`config.mk`:
```
export PLATFORM = sky130hd
export DESIGN_NAME = mpr_regfile
export DESIGN_NICKNAME = d
export VERILOG_FILES = /design/src/rtl/mpr_pkg.sv /design/src/rtl/mpr_regfile.sv
export SDC_FILE = /design/constraint.sdc
export NUM_CORES = 1
export LEC_CHECK = 0
export ABC_AREA = 1
export BUFFER_PORTS_ARGS = -buffer_cell sky130_fd_sc_hd__buf_2
export CAP_MARGIN = 5
export CORE_AREA = 4 4 378 380
export CTS_CLUSTER_SIZE = 14
export DETAILED_ROUTE_END_ITERATION = 7
export DIE_AREA = 0 0 382 384
export SYNTH_ARGS = -nofsm -noshare
export SYNTH_HDL_FRONTEND = slang
export SYNTH_SLANG_ARGS = --single-unit
```
`constraint.sdc`:
```
create_clock -name clk -period 2.2 [get_ports clk]
set_clock_uncertainty 0.2 [all_clocks]
set_input_delay 0.11 -clock clk [delete_from_list [all_inputs] [get_ports clk]]
set_output_delay 0.11 -clock clk [all_outputs]
set_load 0.05 [all_outputs]
```
`src/rtl/mpr_pkg.sv`:
```
package mpr_pkg;

    // access kinds presented on acc_kind
    typedef enum logic [1:0] {
        ACC_READ  = 2'd0,
        ACC_WRITE = 2'd1,
        ACC_FETCH = 2'd2,
        ACC_RSVD  = 2'd3
    } acc_kind_e;

    // register word indices
    typedef enum logic [3:0] {
        RG_INFO    = 4'd0,
        RG_CTRL    = 4'd1,
        RG_SEL     = 4'd2,
        RG_BASE    = 4'd3,
        RG_ATTR    = 4'd4,
        RG_BASE_X1 = 4'd5,
        RG_ATTR_X1 = 4'd6,
        RG_BASE_X2 = 4'd7,
        RG_ATTR_X2 = 4'd8,
        RG_BASE_X3 = 4'd9,
        RG_ATTR_X3 = 4'd10
    } cfg_reg_e;

    localparam int CTRL_EN_BIT = 0;
    localparam int CTRL_BG_BIT = 2;
    localparam int BASE_LSB    = 5;

    typedef struct packed {
        logic       xn;
        logic [2:0] ap;
        logic [2:0] tex;
        logic       s;
        logic       c;
        logic       b;
        logic [7:0] srd;
        logic [4:0] size;
        logic       en;
    } region_attr_t;

    localparam region_attr_t ATTR_RESET = '{
        xn: 1'b0, ap: 3'd1, tex: 3'd1, s: 1'b0, c: 1'b0, b: 1'b0,
        srd: 8'h00, size: 5'd0, en: 1'b0
    };

    function automatic logic [31:0] attr_to_word(input region_attr_t a);
        logic [31:0] w;
        w        = '0;
        w[0]     = a.en;
        w[5:1]   = a.size;
        w[15:8]  = a.srd;
        w[16]    = a.b;
        w[17]    = a.c;
        w[18]    = a.s;
        w[21:19] = a.tex;
        w[26:24] = a.ap;
        w[28]    = a.xn;
        return w;
    endfunction

    function automatic region_attr_t word_to_attr(input logic [31:0] w);
        region_attr_t a;
        a.en   = w[0];
        a.size = w[5:1];
        a.srd  = w[15:8];
        a.b    = w[16];
        a.c    = w[17];
        a.s    = w[18];
        a.tex  = w[21:19];
        a.ap   = w[26:24];
        a.xn   = w[28];
        return a;
    endfunction

endpackage

```
`src/rtl/mpr_regfile.sv`:
```
module mpr_regfile
    import mpr_pkg::*;
#(
    parameter int NUM_REGIONS = 16,
    parameter int ADDR_W      = 32,
    localparam int IDX_W      = $clog2(NUM_REGIONS)
) (
    input  logic                                   clk,
    input  logic                                   rst_n,
    input  logic                                   cfg_we,
    input  logic [3:0]                             cfg_addr,
    input  logic [31:0]                            cfg_wdata,
    output logic [31:0]                            cfg_rdata,
    output logic                                   ctl_en,
    output logic                                   ctl_bg,
    output logic [NUM_REGIONS-1:0][ADDR_W-1:0]     base_o,
    output region_attr_t [NUM_REGIONS-1:0]         attr_o
);

    logic [IDX_W-1:0] sel_q;
    logic             en_q;
    logic             bg_q;
    logic             is_base;
    logic             is_attr;

    // odd indices 3..9 are base views, even 4..10 attribute views
    always_comb begin
        is_base = (cfg_addr >= RG_BASE) && (cfg_addr <= RG_BASE_X3) && cfg_addr[0];
        is_attr = (cfg_addr >= RG_ATTR) && (cfg_addr <= RG_ATTR_X3) && !cfg_addr[0];
    end

    always_ff @(posedge clk or negedge rst_n) begin
        if (!rst_n) begin
            sel_q <= '0;
            en_q  <= 1'b0;
            bg_q  <= 1'b1;
        end else if (cfg_we) begin
            if (cfg_addr == RG_CTRL) begin
                en_q <= cfg_wdata[CTRL_EN_BIT];
                bg_q <= cfg_wdata[CTRL_BG_BIT];
            end
            if (cfg_addr == RG_SEL) begin
                sel_q <= cfg_wdata[IDX_W-1:0];
            end
        end
    end

    for (genvar r = 0; r < NUM_REGIONS; r++) begin : g_region
        logic [ADDR_W-1:0] base_r;
        region_attr_t      attr_r;
        logic              hit_sel;

        assign hit_sel = cfg_we && (sel_q == IDX_W'(r));

        always_ff @(posedge clk or negedge rst_n) begin
            if (!rst_n) begin
                base_r <= '0;
                attr_r <= ATTR_RESET;
            end else if (hit_sel) begin
                if (is_base) begin
                    base_r <= {cfg_wdata[ADDR_W-1:BASE_LSB], {BASE_LSB{1'b0}}};
                end
                if (is_attr) begin
                    attr_r <= word_to_attr(cfg_wdata);
                end
            end
        end

        assign base_o[r] = base_r;
        assign attr_o[r] = attr_r;
    end

    always_comb begin
        cfg_rdata = '0;
        if (cfg_addr == RG_INFO) begin
            cfg_rdata[15:8] = 8'(NUM_REGIONS);
        end else if (cfg_addr == RG_CTRL) begin
            cfg_rdata[CTRL_EN_BIT] = en_q;
            cfg_rdata[CTRL_BG_BIT] = bg_q;
        end else if (cfg_addr == RG_SEL) begin
            cfg_rdata[IDX_W-1:0] = sel_q;
        end else if (is_base) begin
            cfg_rdata[ADDR_W-1:0] = base_o[sel_q];
        end else if (is_attr) begin
            cfg_rdata = attr_to_word(attr_o[sel_q]);
        end
    end

    assign ctl_en = en_q;
    assign ctl_bg = bg_q;

endmodule

```
==> metrics.md <==
| Metric | Value |
|---|---|
| Status | finished with violations |
| Violated checks | negative setup slack |
| Initial Util | 0.2633 |
| Worst-path maximum fanout | 6 |
| Fraction of layout instances using a drive strength above 1 | 0.3444 |
| M2 GR Usage | 0.4873 |
| Worst-Margin Slew | 1.151 ns |
| Register share of total power | 0.301 |
| Die area | roughly 0.15 mm^2 |
| # port buffers | 888 |
| DR iter-0 viols | approximately 3,600 |
| Final period util | 1.499 |
| Yosys warnings | 0 |
| Initial antenna violation count | 9 |
| WS Path Type | flip-flop to output pin |
| Final worst slack | -1.097 ns |
| CTS Buf Count | 96 |
| Fin crit period | about 3.3 ns |
| Critical path's largest stage delay | 0.47 ns |
| Arr. time, crit path | around 3.0 ns |
| FP Rows | 137 |
| Reg area | 0.02061 mm^2 |
| Hold_ws | 0.1540 ns |
| Worst Hold Launch | cfg_addr[0] |
| Critical path required time | 1.89 ns |
| Drt pass-1 iters | 6 |
| Setup_tns | -83.28 ns |
| Pwr Density | about 1400 mW/mm^2 |
| Unrepaired setup endpoints after global routing | yes |
| DRC | 0 |
| Peak supply drop | 0.0008193 V |
| Mapped Avg Cell Area | 8.383 um^2 |
| DIE HEIGHT | 384 um |
| Clock transition at path regs | 0.06 ns |
| Cell area after synthesis | 0.03665 mm^2 |
| Final Hold Vio Count | 0 |
| P_leak | 0.02736 uW |
| Gr busiest metal | met2 |
| Skew-Pair Late Insertion Delay | approximately 0.72 ns |
| RR Endpoint | g_region[11].base_r[7] |
| Drt via density | 5.034 |
| Most used cell, CP | nor2_4 |
| Most frequent cells in the layout | 1,045 x nand2_1, 855 x buf_2, 787 x dfrtp_1 |
| Area of the multi-input gates | 0.01551 mm^2 |
| FF+latch count, synth | 822 |
| Placed Cells | approximately 7,000 |
| Fillers | 14,070 |
| Crit-path slowest cell | dfrtp_2 |
| Synth cell types | 30 |
| HP Class | input pin to flip-flop |
| CTS Sinks | 822 |
| FFs w/ async S/R, synth | 1.000 |
| Relative slew margins | 0.2299 |
| Worst flop-to-flop path startpoint | sel_q[0] |
| Max Freq | 303.3 MHz |
| Max-cap violations | 0 |
| Post-Syn Instances | around 4,400 |
| Crit-path cells | buf_6 -> nand2_8 -> buf_16 -> buf_12 -> buf_6 -> buf_6 -> nor2_4 -> nor2_4 -> nand2_1 -> nand2_1 -> nand2_2 -> nor2_4 -> nor2_4 -> nor2_4 -> buf_12 |
| Grt met3 use | 0.07676 |
| RePlAce Congestion | approximately 0.9 |
| GRT overflow | 0 |
| Flop-to-flop setup slack | -0.18 ns |
| Worst setup EP type | output pin |
| First-pass GRT wire length | about 290,000 um |
| Pin count of the biggest net entering global routing | 61 |
| Core area | approximately 0.14 mm^2 |
| Non-Filler Instances | between 7,000 and 8,000 |
| Sequential-to-total area share from yosys stat | 0.5624 |
| Global Route Usage Sum | 0.2809 |
| DP HPWL | approximately 160,000 um |
| CP top delay family | simple AND/OR/NAND/NOR gates |
| Final WL | 215,100 um |
| Number of global-route vias before repair | 36,320 |
| Num ports | 969 |
| Worst Setup Start Kind | flip-flop |
| Pwr Total | 73,080 uW |
| Final setup fails | 704 |
| Max Buffers Root-to-Sink | 3 |
| Nets | 5,572 |
| Hold depth | 7 |
| Commonest non-fill, non-tap cell in the layout | nand2_1 |
| Post-DRT Antenna Nets | 0 |
| Sw Pwr | 35,470 uW |
| EDFF count, synth | 0 |
| Comb pwr share | 0.474 |
| Root Driver | clkbuf_16 |
| CP Buf/Inv Count | 6 |
| Vias | 37,690 |
| Clk pwr share | 0.226 |
| Stages on the worst setup path | 15 |
| Pint | around 38,000 uW |
| CTS tree | built |
| Worst Hold End | attr_o[380] |
| H-tree depth | 3 |
| Primary FF master, synth | dfrtp_1 |
| Area growth from synthesis to layout | 46.12% |
| Slew Limit Fails | 0 |
| Sw frac | 0.4854 |
| Die Wd | 382 um |
| Wire per inst | roughly 29 um |
| FF-to-FF path depth | 12 |
| Met1 usage | 0.3227 |
## sequential cells by signal (all words and copies together), names as in the netlist
| signal | cells |
|---|---|
| sel_q | 4 |
| ctl_bg | 1 |
| attr_o | 384 |
| ctl_en | 1 |
| g_region.base_r | 432 |
## Yosys cell counts (33+ instances only)
cell type,instances,share of area
dfstp_2,33,0.024
buf_4,97,0.020
clkbuf_1,171,0.018
nor2_1,648,0.066
dfrtp_1,789,0.54
o21ai_1,136,0.019
inv_1,73,0.0075
nand2_1,1157,0.12
buf_2,133,0.018
o21ai_0,792,0.11
nand3_1,40,0.0055
o22ai_1,190,0.032
## area by class of cell
cell class                      count  share of cell area
Clock inverter                     25            0.005514
Inverter                           85            0.006472
Sequential cell                   822              0.3849
Timing Repair Buffer             1408              0.2147
Multi-Input combinational cell   3120              0.2897
Clock buffer                      149             0.05476
Antenna cell                        3           0.0001402
Tap cell                         1876             0.04383
## cell families after synthesis
logic type	synth area share
buffers and inverters	0.07063
flip-flops	0.5624
AND/OR/NAND/NOR	0.2019
other	0.0001023
AO/OA/AOI/OAI	0.1651
## worst register-to-register path: stages, from the launching register on
cell	delay [ns]
dfrtp_2	0.45
buf_6	0.15
nand2_8	0.11
buf_12	0.18
buf_8	0.16
inv_8	0.07
buf_12	0.11
nand2_8	0.09
nor2_4	0.19
nand2_4	0.16
buf_12	0.22
nand2_2	0.06
o21ai_1	0.07
## repair_timing
item                                    4_1_cts  5_1_grt
buffers inserted                             43       27
resized for setup                           419      219
hold buffers                                 39        0
hold endpoints to repair                   1637        0
endpoints found under the setup margin      833      840
pin swaps                                   121      122
gates cloned                                 11       12
## routing by layer
| metal | part of all wire | vias to the layer above |
|---|---|---|
| li1 | - | 16550 |
| met1 | 0.36 | 18510 |
| met2 | 0.49 | 2178 |
| met3 | 0.093 | 464 |
| met4 | 0.057 | 0 |
| met5 | 0 | - |
## power by group through the flow
stage	logic, uW	registers, uW	clock network [uW]
global route	36400	22300	17300
finish	34600	22000	16500
CTS	34100	21800	16700
global placement	31900	21900	0
floorplan	7810	32200	0
detailed placement	32000	22000	0
## through the flow
stage	setup slack, ns	utilization	instance area, um^2
2_1_floorplan	0.05369	-	37000
3_3_place_gp	-1.515	0.3360	46770
3_5_place_dp	-1.116	0.3360	46770
4_1_cts	-1.195	0.3768	52450
5_1_grt	-1.221	0.3847	53550
6_report	-1.097	0.3848	53550
## how the worst max path moves through the flow
stage                         end  slack [ns]     start
finish               cfg_rdata[8]       -1.10  sel_q[0]
floorplan           cfg_rdata[22]        0.05  sel_q[1]
detailed placement  cfg_rdata[20]       -1.12  sel_q[0]
global placement    cfg_rdata[20]       -1.51  sel_q[0]
CTS                  cfg_rdata[8]       -1.19  sel_q[0]
global route         cfg_rdata[8]       -1.22  sel_q[0]
Note: power is estimated with default switching activity, not from simulation.
